--- config.mk ---
export PLATFORM = sky130hd
export DESIGN_NAME = sys_ctrl_regs
export DESIGN_NICKNAME = d
export VERILOG_FILES = /design/src/rtl/sysctl_pkg.sv /design/src/rtl/tick_div.sv /design/src/rtl/wall_counter.sv /design/src/rtl/event_prescaler.sv /design/src/rtl/sys_ctrl_regs.sv
export SDC_FILE = /design/constraint.sdc
export NUM_CORES = 1
export LEC_CHECK = 0
export ABC_CLOCK_PERIOD_IN_PS = 8240
export BUFFER_PORTS_ARGS = -buffer_cell sky130_fd_sc_hd__buf_4
export CAP_MARGIN = 40
export CORE_AREA = 2 2 179 181
export CTS_CLUSTER_SIZE = 16
export DETAILED_ROUTE_END_ITERATION = 10
export DIE_AREA = 0 0 181 183
export PLACE_DENSITY = 0.71
export REMOVE_ABC_BUFFERS = 1
export SLEW_MARGIN = 20
export SYNTH_ARGS = -nofsm -noshare
export SYNTH_HDL_FRONTEND = slang
export SYNTH_SLANG_ARGS = --single-unit
--- constraint.sdc ---
create_clock -name clk -period 8.24 [get_ports clk]
set_input_delay 0.824 -clock clk [delete_from_list [all_inputs] [get_ports clk]]
set_output_delay 0.824 -clock clk [all_outputs]
set_load 0.01 [all_outputs]
--- src/rtl/sysctl_pkg.sv ---
package sysctl_pkg;

    localparam int unsigned DATA_W = 32;
    localparam int unsigned ADDR_W = 12;
    localparam int unsigned LED_W  = 2;
    localparam int unsigned BTN_W  = 2;
    localparam int unsigned N_WALL = 2;

    typedef enum logic [3:0] {
        SEL_NONE,
        SEL_LED,
        SEL_BTN,
        SEL_SEC,
        SEL_CENTI,
        SEL_EVT,
        SEL_RELOAD,
        SEL_PSC,
        SEL_AUX
    } reg_sel_e;

    typedef struct packed {
        logic              wr;
        logic              rd;
        reg_sel_e          sel;
        logic [DATA_W-1:0] data;
    } bus_req_t;

    function automatic reg_sel_e decode_offset(input logic [ADDR_W-1:0] a);
        reg_sel_e s;
        s = SEL_NONE;
        if (a[1:0] == 2'b00) begin
            case (a[ADDR_W-1:2])
                10'h000: s = SEL_LED;
                10'h002: s = SEL_BTN;
                10'h004: s = SEL_SEC;
                10'h005: s = SEL_CENTI;
                10'h006: s = SEL_EVT;
                10'h007: s = SEL_RELOAD;
                10'h008: s = SEL_PSC;
                10'h013: s = SEL_AUX;
                default: s = SEL_NONE;
            endcase
        end
        return s;
    endfunction

    function automatic int unsigned cnt_width(input int unsigned div);
        return (div > 1) ? $clog2(div) : 1;
    endfunction

endpackage

--- src/rtl/tick_div.sv ---
module tick_div #(
    parameter int unsigned DIV = 4
) (
    input  logic clk,
    input  logic rst,
    output logic tick
);
    localparam int unsigned CW = sysctl_pkg::cnt_width(DIV);
    localparam logic [CW-1:0] LAST = CW'(DIV - 1);

    logic [CW-1:0] phase_q;

    always_ff @(posedge clk) begin
        if (rst)                phase_q <= '0;
        else if (phase_q == LAST) phase_q <= '0;
        else                    phase_q <= phase_q + 1'b1;
    end

    assign tick = (phase_q == LAST);
endmodule

--- src/rtl/wall_counter.sv ---
module wall_counter #(
    parameter int unsigned DIV = 100
) (
    input  logic                          clk,
    input  logic                          rst,
    input  logic                          load,
    input  logic [sysctl_pkg::DATA_W-1:0] load_val,
    output logic [sysctl_pkg::DATA_W-1:0] value
);
    logic tick;

    tick_div #(.DIV(DIV)) u_div (.clk(clk), .rst(rst), .tick(tick));

    always_ff @(posedge clk) begin
        if (rst)       value <= '0;
        else if (load) value <= load_val;
        else if (tick) value <= value + 1'b1;
    end
endmodule

--- src/rtl/event_prescaler.sv ---
module event_prescaler #(
    parameter int unsigned DIV = 1
) (
    input  logic                          clk,
    input  logic                          rst,
    input  logic                          ld_count,
    input  logic                          ld_pscnt,
    input  logic                          ld_reload,
    input  logic [sysctl_pkg::DATA_W-1:0] wdata,
    output logic [sysctl_pkg::DATA_W-1:0] count,
    output logic [sysctl_pkg::DATA_W-1:0] pscnt,
    output logic [sysctl_pkg::DATA_W-1:0] reload
);
    logic tick;
    logic at_zero;

    tick_div #(.DIV(DIV)) u_div (.clk(clk), .rst(rst), .tick(tick));

    assign at_zero = (pscnt == '0);

    always_ff @(posedge clk) begin
        if (rst) begin
            count  <= '0;
            pscnt  <= '0;
            reload <= '0;
        end else begin
            if (ld_reload) reload <= wdata;

            if (ld_count)              count <= wdata;
            else if (tick && at_zero)  count <= count + 1'b1;

            if (ld_pscnt)   pscnt <= wdata;
            else if (tick)  pscnt <= at_zero ? reload : pscnt - 1'b1;
        end
    end
endmodule

--- src/rtl/sys_ctrl_regs.sv ---
module sys_ctrl_regs
    import sysctl_pkg::*;
#(
    parameter int unsigned CLK_HZ = 25_000_000,
    parameter int unsigned PS_DIV = 1
) (
    input  logic        clk,
    input  logic        rst,
    input  logic        psel,
    input  logic        penable,
    input  logic        pwrite,
    input  logic [11:0] paddr,
    input  logic [31:0] pwdata,
    output logic [31:0] prdata,
    input  logic [1:0]  btn_in,
    output logic [1:0]  led_out
);
    localparam int unsigned DIV_SEC   = (CLK_HZ >= 1)   ? CLK_HZ       : 1;
    localparam int unsigned DIV_CENTI = (CLK_HZ >= 100) ? CLK_HZ / 100 : 1;

    bus_req_t req;
    always_comb begin
        req.wr   = psel && penable && pwrite;
        req.rd   = psel && penable && !pwrite;
        req.sel  = decode_offset(paddr);
        req.data = pwdata;
    end

    // Button synchroniser
    logic [BTN_W-1:0] btn_m, btn_s;
    always_ff @(posedge clk) begin
        if (rst) begin
            btn_m <= '0;
            btn_s <= '0;
        end else begin
            btn_m <= btn_in;
            btn_s <= btn_m;
        end
    end

    // Plain storage registers
    logic [LED_W-1:0]  led_q;
    logic [DATA_W-1:0] aux_q;
    always_ff @(posedge clk) begin
        if (rst) begin
            led_q <= '0;
            aux_q <= '0;
        end else if (req.wr) begin
            if (req.sel == SEL_LED) led_q <= req.data[LED_W-1:0];
            if (req.sel == SEL_AUX) aux_q <= req.data;
        end
    end
    assign led_out = led_q;

    // Wall-clock counters
    logic [DATA_W-1:0] wall_val [N_WALL];
    for (genvar i = 0; i < N_WALL; i++) begin : g_wall
        localparam int unsigned D = (i == 0) ? DIV_SEC : DIV_CENTI;
        localparam reg_sel_e    S = (i == 0) ? SEL_SEC : SEL_CENTI;
        wall_counter #(.DIV(D)) u_wall (
            .clk      (clk),
            .rst      (rst),
            .load     (req.wr && (req.sel == S)),
            .load_val (req.data),
            .value    (wall_val[i])
        );
    end

    // Prescaled event counter
    logic [DATA_W-1:0] evt_count, evt_pscnt, evt_reload;
    event_prescaler #(.DIV(PS_DIV)) u_evt (
        .clk       (clk),
        .rst       (rst),
        .ld_count  (req.wr && (req.sel == SEL_EVT)),
        .ld_pscnt  (req.wr && (req.sel == SEL_PSC)),
        .ld_reload (req.wr && (req.sel == SEL_RELOAD)),
        .wdata     (req.data),
        .count     (evt_count),
        .pscnt     (evt_pscnt),
        .reload    (evt_reload)
    );

    // Read mux and registered return
    logic [DATA_W-1:0] rd_mux;
    always_comb begin
        case (req.sel)
            SEL_LED:    rd_mux = DATA_W'(led_q);
            SEL_BTN:    rd_mux = DATA_W'(btn_s);
            SEL_SEC:    rd_mux = wall_val[0];
            SEL_CENTI:  rd_mux = wall_val[1];
            SEL_EVT:    rd_mux = evt_count;
            SEL_RELOAD: rd_mux = evt_reload;
            SEL_PSC:    rd_mux = evt_pscnt;
            SEL_AUX:    rd_mux = aux_q;
            default:    rd_mux = '0;
        endcase
    end

    always_ff @(posedge clk) begin
        if (rst)         prdata <= '0;
        else if (req.rd) prdata <= rd_mux;
        else             prdata <= '0;
    end
endmodule

# Word-level counts from Yosys, hierarchy flattened
# Memories as Yosys holds them, arrays and structs flattened.
# Cells that the tools add are included.
[op_classes]
n_addsub = 7
n_eq_ne = 11
mux = 12
n_bitwise = 2
reduce_logical = 22
[ops]
columns = ["cell", "count"]
rows = [
  ["$mux 32", 9],
  ["$pmux 32 s8", 1],
  ["$add 32x1->32 const B", 3],
  ["$logic_not 32->1", 1],
  ["$sub 32x1->32 const B", 1],
  ["$add 25x1->25 const B", 1],
  ["$eq 25x25->1 const B", 1],
  ["$add 18x1->18 const B", 1],
  ["$eq 18x18->1 const B", 1],
  ["$eq 4x3->1 const B", 4],
  ["$logic_and 1x1->1", 9],
  ["$eq 4x2->1 const B", 2],
  ["$mux 4", 2],
  ["$reduce_or 2->1", 4],
  ["$reduce_bool 2->1", 3],
  ["$logic_not 5->1", 1],
  ["$eq 4x1->1 const B", 1],
  ["$eq 4x4->1 const B", 1],
  ["$reduce_and 2->1", 2],
  ["$logic_not 2->1", 1],
  ["$ne 2x1->1 const B", 1],
  ["$not 1->1", 2],
  ["$add 1x1->1 const B", 1],
  ["$logic_not 1->1", 1],
]
[totals]
regBits = 274
mem_bits_ro = 128
inputBits = 51
output_inout_bits = 34
word_cells = 68
n_memories = 1
[memory_table]
columns = ["name", "depth", "width", "rd", "rd_ports_with_merged_regs", "wr", "line_no", "text"]
rows = [
  ["(name not given)", 32, 4, 1, 0, 0, "sysctl_pkg.sv:32", "case (a[ADDR_W-1:2])"],
]

# Logic depth before layout (Yosys ltp)
# Gate-level depths: netlist of run 1.
[logic_depth]
ltp_word = 6
mapped_depth = 10
depth_no_buf = 8

# Hierarchy
# From an unflattened synthesis of run 1, not the netlist that was laid out.
[hier_totals]
cells_unflattened = 1854
hier_area_um2 = 15135.8
[modules_own_cells]
columns = ["module", "n_inst", "cells_per_inst", "area_per_inst_um2", "seq_area_each_um2"]
rows = [
  ["event_prescaler", 1, 702, 5544.1, 1921.8],
  ["wall_counter", 2, 241, 1924.3, 640.6],
  ["sys_ctrl_regs", 1, 435, 3666.0, 1401.3],
  ["tick_div (g_wall[0].u_wall.u_div)", 1, 138, 1223.7, 500.5],
  ["tick_div (g_wall[1].u_wall.u_div)", 1, 94, 825.8, 360.3],
  ["tick_div (u_evt.u_div)", 1, 3, 27.5, 20.0],
]

# Worst setup path before layout of run 1
# OpenSTA, ideal clock, no wires.
[synth_timing]
path_type = "input -> register"
start = "input port paddr[2]"
end = "register u_evt.pscnt[22] in the netlist's numbering"
setup_time_ns = 0.136
t_arrival_ns = 2.996
required_time_ns = 8.104
path_slack_ns = 5.108
path_stages = 10
n_path_buf = 3
cell_sequence = "inv_1 -> ha_1 -> or4b_1 -> a21oi_1 -> and3_1 -> clkbuf_1 -> or3_1 -> clkbuf_1 -> clkbuf_1 -> o32ai_1"
[synth_via]
elab_chain_cells = 6
elab_cells_between_ends = 7
cone_classes = "eq/ne (2); mux (3); reduce/logical (1); memory (1)"
[synth_lines]
columns = ["item", "line_no", "text"]
rows = [
  ["start, declared", "sys_ctrl_regs.sv:12", "input logic [11:0] paddr,"],
  ["$mem_v2 32x4 *", "-", ""],
  ["$mux 4 *", "sysctl_pkg.sv:32", ""],
  ["$mux 4 *", "sysctl_pkg.sv:31", "if (a[1:0] == 2'b00) begin"],
  ["$eq 4x3->1 *", "sys_ctrl_regs.sv:75", ".ld_pscnt (req.wr && (req.sel == SEL_PSC)),"],
  ["$logic_and 1x1->1 *", "sys_ctrl_regs.sv:75", ""],
  ["$ne 2x1->1 (no source line) or $mux 32 (tied branches)", "-", ""],
  ["end signal, assigned", "event_prescaler.sv:32", "if (ld_pscnt) pscnt <= wdata;"],
  ["end signal, assigned", "event_prescaler.sv:33", "else if (tick) pscnt <= at_zero ? reload : pscnt - 1'b1;"],
  ["end, declared", "event_prescaler.sv:11", "output logic [sysctl_pkg::DATA_W-1:0] pscnt,"],
]
# Mark *: on every way between the ends. The rest lies on a longest branch, timed or not.
# A chain may end at the register's enable or synchronous reset.

# Final worst setup path of run 1
[layout_timing]
start = "register u_evt.pscnt[16] in the netlist's numbering"
end = "register u_evt.count[28] in the netlist's numbering"
[layout_via]
elab_chain_cells = 3
[layout_lines]
columns = ["item", "line_no", "text"]
rows = [
  ["$logic_not 32->1", "event_prescaler.sv:19", "assign at_zero = (pscnt == '0);"],
  ["$logic_and 1x1->1", "event_prescaler.sv:30", "else if (tick && at_zero) count <= count + 1'b1;"],
  ["$reduce_bool 2->1 (no source line)", "-", ""],
  ["end signal, assigned", "event_prescaler.sv:29", "if (ld_count) count <= wdata;"],
  ["end signal, assigned", "event_prescaler.sv:30", ""],
  ["end, declared", "event_prescaler.sv:10", "output logic [sysctl_pkg::DATA_W-1:0] count,"],
]
# Every way passes these cells.

==> results of run 1 <==
## power breakdown
group          leakage, nW  switching (W)  total, W  internal (W)
registers             2.21      0.0000961   0.00149       0.00139
logic                 2.54       0.000645   0.00104      0.000393
clock network        0.465       0.000538   0.00132      0.000778
## per-stage QoR
stage                     hold WS, ns  util [%]  setup slack [ns]  instance area, sq um  total power, W
after floorplan                 0.413         -              3.95                 13400         0.00221
after global placement          0.425      47.0              4.49                 14700         0.00246
after detailed placement        0.430      47.3              4.51                 14800         0.00251
after CTS                       0.443      50.3              4.47                 15700         0.00382
after global routing            0.466      50.4              4.30                 15700         0.00402
final                           0.438      50.4              4.55                 15700         0.00384
## metal layers
metal | wire length [um] | vias to the layer above | GRT usage (%) | part of all wire (%)
li1 | - | 6204 | - | -
met1 | 18400 | 6291 | 34.6 | 42
met2 | 19800 | 596 | 42.5 | 46
met3 | 3580 | 104 | 3.93 | 8.3
met4 | 1530 | 2 | 8.98 | 3.5
met5 | 7 | - | 0 | 0.016
## worst max-delay path by stage
stage / endpoint / cells past startpoint / slack [ns]
after global routing: u_evt.count[29]$_SDFFE_PP0P_ / 6 / 4.30
after global placement: g_wall[0].u_wall.value[26]$_SDFFE_PP0P_ / 9 / 4.49
after floorplan: prdata[0]$_SDFF_PP0_ / 7 / 3.95
final: u_evt.count[28]$_SDFFE_PP0P_ / 6 / 4.55
after detailed placement: u_evt.count[28]$_SDFFE_PP0P_ / 6 / 4.51
after CTS: u_evt.count[27]$_SDFFE_PP0P_ / 6 / 4.47
## state kept, by name, summed over array words and instances (netlist names)
signal,flops
btn_m,2
u_evt.pscnt,32
g_wall.u_wall.u_div.phase_q,43
u_evt.count,32
u_evt.reload,32
btn_s,2
led_out,2
g_wall.u_wall.value,64
prdata,32
u_evt.u_div.phase_q,1
aux_q,32
## synth_stat cells, types with 9 or more instances
cell type    n  share of area (%)
a211oi_1    70                3.8
a21oi_1     69                2.5
a222oi_1    30                2.2
a22oi_1     33                1.8
a311oi_1    15               0.95
a31oi_1     36                1.6
and2_1      11               0.50
and3_1      34                1.5
and4_1      12               0.76
clkbuf_1   113                3.1
dfxtp_1    274                 40
ha_1        11                1.0
inv_1       30               0.82
mux2i_1     41                3.0
nand2_1    176                4.8
nand3_1     54                2.0
nand4_1     33                1.5
nor2_1     237                6.4
nor3_1      54                2.0
nor4_1      29                1.3
o21ai_0     21               0.76
o21ai_1     13               0.47
o31ai_1      9               0.49
o32ai_1      9               0.57
or3_1       32                1.4
or4_1       18               0.98
xnor2_1     68                4.3
xor2_1      63                4.0
## final cells by class
class | count | share of cell area [%]
Timing Repair Buffer | 110 | 5.57
Clock inverter | 6 | 0.509
Multi-Input combinational cell | 1270 | 49.6
Inverter | 30 | 0.716
Clock buffer | 44 | 5.50
Sequential cell | 274 | 34.9
Tap cell | 402 | 3.20
## worst max-delay path, delay by kind of cell (launching register included)
family	cells	cell delay, ns
DFF	1	0.37
and+or+nand+nor	5	2.95
AOI/OAI and AO/OA	1	0.28
## layout by cell type, fill, tap and decap left out, drive strengths merged, types with 36 or more instances in the layout
cell,instances
dfxtp,274
buf,110
a21oi,69
a211oi,73
nor3,55
mux2i,41
xnor2,68
nand2,176
a31oi,36
nor2,237
clkbuf,44
xor2,63
nand3,54
## cell families (layout without fill, tap and decap cells)
logic type	Yosys count	count (layout)	share of synthesized area, %
simple gates	732	732	25.8
compound gates	353	353	18.1
flops	274	274	39.7
buf+inv	148	190	4.05
xor+xnor	131	131	8.30
mux	42	42	3.05
fa+ha+maj	11	11	0.996
other cells	1	1	0.0271
==> results.txt, run 1 <==
status: finished, final reports clean
Core Area: 31200 sq um
CTS H-tree lvls: 1
Startpoint Class: flop
post-CTS sizing: 0
predominant post-synthesis flop cell: dfxtp_1
routed length per instance: 20.3 um
clk slew on worst S/H paths: 0.06 ns
RSZ-0062 raised after global routing: false
r2r endpoint: u_evt.count[28]$_SDFFE_PP0P_
Hold Path Class: flop to flop
Synth async-reset ratio: 0%
starting density of the core: 44.2%
reg2reg start: u_evt.pscnt[16]$_SDFFE_PP0P_
worst-path maximum fanout: 15
maxcap violations: 0
first-pass GRT wire length: 69300 um
Post-Place Cells: 2084
Boundary Pins: 85
hold buffer count at CTS: 0
footprint of the multi-input gates: 7810 sq um
Die Wd: 181 um
CP max stage cell: nor2_1
Hold EP: btn_s[0]$_SDFF_PP0_
Mapped Area: 13800 sq um
crit path launch: u_evt.pscnt[16]$_SDFFE_PP0P_
root buf cell: clkbuf_16
Detailed Route Iter0 Violations: 1476
CP arrival: 4.15 ns
GP Congestion: 0.916
chip height: 183 um
row count: 65
Post-Route WL: 43300 um
initial antenna violation count: 1
grt total ovfl: 0
# Post-CTS Setup Buffers: 0
CP endpoint kind: flop
Inserted Clock Buffers: 30
CP max stage delay: 0.84 ns
minimum clock period: 3.69 ns
die area: 33100 sq um
Worst Reg-to-Reg Cells: 6
Rel. slew slack: 37.7%
antenna-violating nets left: 0
worst-margin pin slew: 0.931 ns
Crit Path Category: flop to flop
Pins Over Slew Limit: 0
CTS tree: yes
Final #Nets: 1778
share of cells above drive strength 1: 10.2%
hold depth: 1
filler cell count: 3040
vias in the first global route: 12600
ant diodes: 0
CTS sink count: 274
share of the clock period used by the worst path: 44.8%
post-DP HPWL: 29400 um
synthesis-to-layout area growth: 13.9%
hold path startpoint: btn_m[0]$_SDFF_PP0_
# setup viols final: 0
routed vias/inst: 6.18
R2R Setup Slk: 4.55 ns
FF+latch area: 5490 sq um
VDD IR max: 0.223 mV
Final TNS setup: 0 ns
Clk Latency, worst-skew pair: 0.56 ns
GRT Resource Usage Total: 25.8%
clock skew: 0.00787 ns
synthesized flop and latch total: 274
syn_area_per_cell: 8.17 sq um
port bufs: 84
Post-Synthesis Cells: 1692
Worst EP required: 8.70 ns
worst path cell trace: nor4_1 > nand3_1 > nor2_1 > nand4_1 > or4_1 > a311oi_1
vias: 13200
Pwr per Cell Area: 244 nW/um^2
Non-Filler Instances: 2136
post-synth cell types: 67
Synth Warn #: 0
DRT Pass-1 Iters: 6
Seq/Total Area, Yosys: 39.7%
largest net degree at the start of global routing: 78
drt drc: 0
largest buffer count on any clock path: 3
number of flops mapped to enable cells by yosys: 0
P_leak: 5.22 nW
achievable frequency: 0.271 GHz
Hold Vio Cnt, Final: 0
Note: power is estimated with default switching activity, not from simulation.
==> inputs of run 2 (changes only) <==
- ABC_CLOCK_PERIOD_IN_PS: 8240 -> 3700
- clock period: 8.24 -> 3.7 ns (I/O delays scaled with it)
==> results.txt, run 2 (synthesis results as in run 1) <==
Pins Over Slew Limit: 0 (unchanged)
post-DP HPWL: 29900 um (+1.8%)
Largest Register: g_wall.u_wall.value
VDD IR max: 0.445 mV (+99%)
most frequent cells in the layout: dfxtp_1 (274), nor2_1 (233), nand2_1 (176)
CP max stage cell: or4_1
hold slack: 0.0341 ns (-0.404 ns)
filler cell count: 3001 (-1.3%)
RSZ-0062 raised after global routing: false
largest net degree at the start of global routing: 68 (-13%)
worst-path maximum fanout: 8 (-7)
achievable frequency: 0.318 GHz (+17%)
commonest non-fill, non-tap cell in the layout: dfxtp_1
Final TNS setup: 0 ns (unchanged)
initial antenna violation count: 1 (unchanged)
P_leak: 5.34 nW (+2.3%)
root buf cell: clkbuf_16
critical path's most frequent cell: or4_1
Hold Path Class: primary input to flop
row count: 65 (unchanged)
clock skew: 0.0274 ns (+0.0195 ns)
chip height: 183 um (unchanged)
# setup viols final: 0 (unchanged)
CP endpoint kind: flop
Inserted Clock Buffers: 30 (unchanged)
CTS H-tree lvls: 1 (unchanged)
Startpoint Class: flop
hold buffer count at CTS: 0 (unchanged)
Boundary Pins: 85 (unchanged)
dpl ws: 0.658 ns (-3.86 ns)
drt drc: 0 (unchanged)
DRT Pass-1 Iters: 8 (+2)
Detailed Route Iter0 Violations: 1667 (+13%)
final core occ: 51.1% (+0.69 points)
worst-margin pin slew: 0.821 ns (-0.110 ns)
starting density of the core: 44.2% (unchanged)
vias in the first global route: 12800 (+1.0%)
Rel. slew slack: 45.2% (+7.5 points)
first-pass GRT wire length: 69600 um (+0.44%)
Worst Slack Setup Final: 0.558 ns (-3.99 ns)
Final #Nets: 1795 (+0.96%)
die area: 33100 sq um (unchanged)
post-CTS sizing: 0 (unchanged)
Post-Route WL: 43900 um (+1.3%)
maxcap violations: 0 (unchanged)
synthesis-to-layout area growth: 15.4%
CP max stage delay: 0.68 ns (-0.16 ns)
grt total ovfl: 0 (unchanged)
Hold Vio Cnt, Final: 0 (unchanged)
share of the clock period used by the worst path: 84.9% (+40 points)
vias: 13300 (+1.0%)
Worst EP required: 4.18 ns (-4.52 ns)
CTS tree: yes
Crit Path Category: flop to flop
share of cells above drive strength 1: 11.6% (+1.4 points)
worst path cell trace: or4_4 > or4_1 > or4_1 > nor4_2 > xnor2_1 > a211oi_2
port bufs: 84 (unchanged)
top flop regs: g_wall.u_wall.value: 64 flops, g_wall.u_wall.u_div.phase_q: 43 flops
GP Congestion: 0.890 (-2.9%)
routed vias/inst: 6.18 (about the same)
ant diodes: 0 (unchanged)
# Post-CTS Setup Buffers: 0 (unchanged)
CTS sink count: 274 (unchanged)
status: finished, final reports clean
GRT Resource Usage Total: 26.0% (+0.23 points)
Die Wd: 181 um (unchanged)
Largest register FFs: 64 (unchanged)
clk slew on worst S/H paths: 0.06 ns (about the same)
antenna-violating nets left: 0 (unchanged)
Clk Latency, worst-skew pair: 0.58 ns (+0.02 ns)
largest buffer count on any clock path: 3 (unchanged)
CP arrival: 3.62 ns (-0.53 ns)
routed length per instance: 20.3 um (+0.19%)
minimum clock period: 3.14 ns (-0.550 ns)
Pwr per Cell Area: 565 nW/um^2 (+130%)
Core Area: 31200 sq um (unchanged)
run 2: changes by cell type in the layout (fill, tap and decap cells not counted), sizes merged:
| cell | change |
|---|---|
| bufinv | +1 |
| clkinv | +1 |
| buf | +16 |
| clkbuf | +3 |
| clkinvlp | +2 |
run 2: area by class of cell:
class	count	area, sq um	share of cell area (%)
clock buffer	46	922	5.78
clock inverter	10	134	0.839
inverter	30	113	0.706
multi-input combinational	1270	7810	49.0
sequential	274	5490	34.4
tap	402	503	3.15
timing repair buffer	127	980	6.14
run 2: metal layers:
layer  wire length (um)  track usage, %
met2              20200            43.1
met1              17600            33.9
met4               1490            9.40
met5                 13               0
met3               4590            5.08
run 2: path summary, 6_finish.rpt:
check,end,slack [ns],cells after the start,start
min,btn_m[0]$_SDFF_PP0_,0.03,2,btn_in[0]
max,g_wall[0].u_wall.value[24]$_SDFFE_PP0P_,0.56,6,g_wall[0].u_wall.u_div.phase_q[9]$_SDFF_PP0_
max reg2reg,g_wall[0].u_wall.value[24]$_SDFFE_PP0P_,0.56,6,g_wall[0].u_wall.u_div.phase_q[9]$_SDFF_PP0_
min reg2reg,btn_s[1]$_SDFF_PP0_,0.44,1,btn_m[1]$_SDFF_PP0_
run 2: through the flow:
| step | area [sq um] | power (W) | cells |
|---|---|---|---|
| 6_report | 15900 | 0.00900 | 2159 |
| 5_1_grt | 15900 | 0.00942 | 2159 |
| 4_1_cts | 15900 | 0.00899 | 2158 |
| 3_5_place_dp | 14900 | 0.00582 | 2102 |
| 3_3_place_gp | 14900 | 0.00575 | 2101 |
| 2_1_floorplan | 13400 | 0.00493 | 1574 |
run 2: worst max-delay path, delay by kind of cell, from the launching register on:
kind,cells,cell delay (ns)
AO/OA/AOI/OAI,1,0.22
XOR/XNOR,1,0.15
flip-flops,1,0.33
AND/OR/NAND/NOR,4,2.34
run 2: power by group:
part           internal, W  leakage, nW  switching [W]  total [W]
Clock              0.00192        0.516        0.00126    0.00317
Sequential         0.00310         2.21       0.000212    0.00331
Combinational     0.000961         2.61        0.00156    0.00252
Total              0.00597         5.34        0.00303    0.00900
==> inputs of run 3 (changes only) <==
- ABC_AREA: unset -> 1
- ABC_CLOCK_PERIOD_IN_PS: 3700 -> 3260
- CORE_AREA: 2 2 179 181 -> 2 2 200 202
- DIE_AREA: 0 0 181 183 -> 0 0 202 204
- clock period: 3.7 -> 3.26 ns (I/O delays scaled with it)
==> results.txt, run 3 <==
most used routing layer: met2
CP max stage cell: nand2_1
Crit Path Category: flop to flop
status: finished, final reports clean
CP max stage delay: 0.52 ns (-0.16 ns)
RSZ-0062 raised after global routing: false
largest buffer count on any clock path: 3 (unchanged)
clk slew on worst S/H paths: 0.07 ns (about the same)
synth top area cells: dfxtp_1 (32%), nand2_1 (17%), nand3_1 (13%)
global routing met2 resource utilization: 49.4% (+6.3 points)
chip height: 204 um (+11%)
Seq/Total Area, Yosys: 31.7% (-8.0 points)
Synth Warn #: 0 (unchanged)
number of flops mapped to enable cells by yosys: 0 (unchanged)
die area: 41200 sq um (+24%)
Startpoint Class: flop
port bufs: 84 (unchanged)
first-pass GRT wire length: 102000 um (+46%)
Hold Path Class: primary input to flop
CTS tree: yes
CP endpoint kind: flop
Yosys top cell by area: dfxtp_1
M3 GR Usage: 6.03% (+0.94 points)
Boundary Pins: 85 (unchanged)
placed inst area: 18300 sq um (+23%)
Hold Vio Cnt, Final: 0 (unchanged)
worst-path maximum fanout: 22 (+14)
CP arrival: 2.98 ns (-0.64 ns)
syn_area_per_cell: 5.97 sq um (-27%)
Mapped Area: 17300 sq um (+25%)
Largest Register: g_wall.u_wall.value
Synth async-reset ratio: 0% (unchanged)
initial antenna violation count: 3 (+2)
post-DP HPWL: 47600 um (+59%)
Rel. slew slack: 41.9% (-3.3 points)
Largest register FFs: 64 (unchanged)
Inserted Clock Buffers: 34 (+13%)
P_leak: 8.50 nW (+59%)
routed vias/inst: 5.54 (-10%)
GP Congestion: 1.00 (+13%)
commonest non-fill, non-tap cell in the layout: nand2_1
Non-Filler Instances: 3479 (+61%)
DRT Pass-1 Iters: 6 (-2)
worst-margin pin slew: 0.869 ns (+0.0478 ns)
vias: 19300 (+45%)
antenna-violating nets left: 0 (unchanged)
share of cells above drive strength 1: 7.24% (-4.4 points)
Post-Place Cells: 3418 (+63%)
Post-Synthesis Cells: 2897 (+71%)
top flop regs: g_wall.u_wall.value: 64 flops, g_wall.u_wall.u_div.phase_q: 43 flops
Detailed Route Iter0 Violations: 2264 (+36%)
root buf cell: clkbuf_16
maxcap violations: 0 (unchanged)
# setup viols final: 0 (unchanged)
final core occ: 49.6% (-1.5 points)
clock skew: 0.0279 ns (+0.000533 ns)
post-route cell area: 19400 sq um (+22%)
Post-Route WL: 66100 um (+51%)
worst path cell trace: ha_1 > nand3_1 > nor2_1 > nand2_1 > nor2_1 > nand2_1 > inv_1 > nand2_1 > o21ai_0 > nor2_1
Clk Latency, worst-skew pair: 0.55 ns (-0.03 ns)
post-CTS sizing: 0 (unchanged)
VDD IR max: 0.419 mV (-5.8%)
CTS sink count: 274 (unchanged)
synthesized flop and latch total: 274 (unchanged)
post-synth cell types: 40 (-40%)
Design Power: 0.0109 W (+22%)
hold slack: 0.176 ns (+0.142 ns)
most frequent cells after synthesis: nand2_1 (801), nand3_1 (460), nor2_1 (403)
synthesis-to-layout area growth: 12.4%
most frequent cells in the layout: nand2_1 (800), nand3_1 (459), nor2_1 (403)
area share of the largest cell type after synthesis: 31.7% (-8.0 points)
GRT Resource Usage Total: 31.7% (+5.7 points)
most common cell in the netlist: nand2_1
minimum clock period: 2.54 ns (-0.598 ns)
met1 Usage GRT: 42.8% (+8.8 points)
Pwr per Cell Area: 563 nW/um^2 (-0.22%)
ant diodes: 0 (unchanged)
Core Area: 39200 sq um (+25%)
Pins Over Slew Limit: 0 (unchanged)
Die Wd: 202 um (+12%)
grt total ovfl: 0 (unchanged)
achievable frequency: 0.393 GHz (+24%)
Final #Nets: 2994 (+67%)
predominant post-synthesis flop cell: dfxtp_1
CTS H-tree lvls: 2 (+1)
vias in the first global route: 17400 (+37%)
row count: 73 (+12%)
drt drc: 0 (unchanged)
Worst EP required: 3.70 ns (-0.48 ns)
share of the clock period used by the worst path: 78.0% (-6.9 points)
starting density of the core: 44.1% (-0.12 points)
largest net degree at the start of global routing: 65 (-4.4%)
routed length per instance: 19.0 um (-6.5%)
==> run 3: cell types whose count changed in the layout (fill, tap and decap cells not counted), sizes merged, moves of 41 or more <==
| cell | delta |
|---|---|
| nor2 | +178 |
| mux2i | -41 |
| o21ai | +93 |
| inv | +310 |
| a21oi | +74 |
| nand3 | +411 |
| nand2 | +626 |
| xnor2 | -48 |
| a211oi | -73 |
==> run 3: layout make-up <==
cell class,count,area (sq um)
Clock buffer,50,972
Clock inverter,8,96.3
Fill cell,4052,19800
Inverter,340,1280
Multi-Input combinational cell,2153,9910
Sequential cell,274,5490
Tap cell,525,657
Timing Repair Buffer,129,1030
==> run 3: timing repair <==
| item | 4_1_cts | 5_1_grt |
|---|---|---|
| hold buffers | 2 | 0 |
| hold endpoints to repair | 2 | 0 |
| buffers inserted | 0 | 0 |
==> run 3: final timing paths <==
path / from / to / slack (ns) / depth (start not counted)
setup / recovery: g_wall[0].u_wall.u_div.phase_q[0]$_SDFF_PP0_ / g_wall[0].u_wall.value[2]$_SDFFE_PP0P_ / 0.72 / 10
hold / removal: pwdata[2] / u_evt.reload[2]$_SDFFE_PP0P_ / 0.18 / 3
setup reg to reg: g_wall[0].u_wall.u_div.phase_q[0]$_SDFF_PP0_ / g_wall[0].u_wall.value[2]$_SDFFE_PP0P_ / 0.72 / 10
hold reg to reg: btn_m[1]$_SDFF_PP0_ / btn_s[1]$_SDFF_PP0_ / 0.41 / 2
==> run 3: cells by family (layout without fill, tap and decap cells) <==
| group | Yosys count | after routing | share of synthesized area [%] |
|---|---|---|---|
| AO/OA/AOI/OAI | 283 | 283 | 8.50 |
| AND/OR/NAND/NOR | 1775 | 1775 | 43.7 |
| other | 1 | 1 | 0.0217 |
| XOR/XNOR | 83 | 83 | 4.20 |
| buffers and inverters | 470 | 527 | 11.0 |
| adder cells (fa/ha/maj) | 11 | 11 | 0.796 |
| flip-flops | 274 | 274 | 31.7 |
==> run 3: worst max-delay path, delay by kind of cell (launching register included) <==
kind	cells	cell delay [ns]
adders and majority gates	1	0.22
DFF	1	0.35
and+or+nand+nor	7	1.26
buffers and inverters	1	0.39
AOI/OAI and AO/OA	1	0.19
==> run 3: routing by layer <==
metal  vias to the layer above  routed length, um
li1                       9265                  -
met1                      8791              27000
met2                      1046              28600
met3                       173               7600
met4                         2               2920
met5                         -                 12
==> run 3: stage by stage <==
step / setup slack (ns) / TNS, ns
floorplan: -0.656 / -21.05
global placement: 0.440 / 0
detailed placement: 0.319 / 0
CTS: 0.779 / 0
global route: 0.442 / 0
finish: 0.717 / 0
==> run 3: power by group <==
group / switching (W) / internal (W)
sequential: 0.000217 / 0.00349
combinational: 0.00239 / 0.00109
clock: 0.00154 / 0.00222
total: 0.00415 / 0.00680
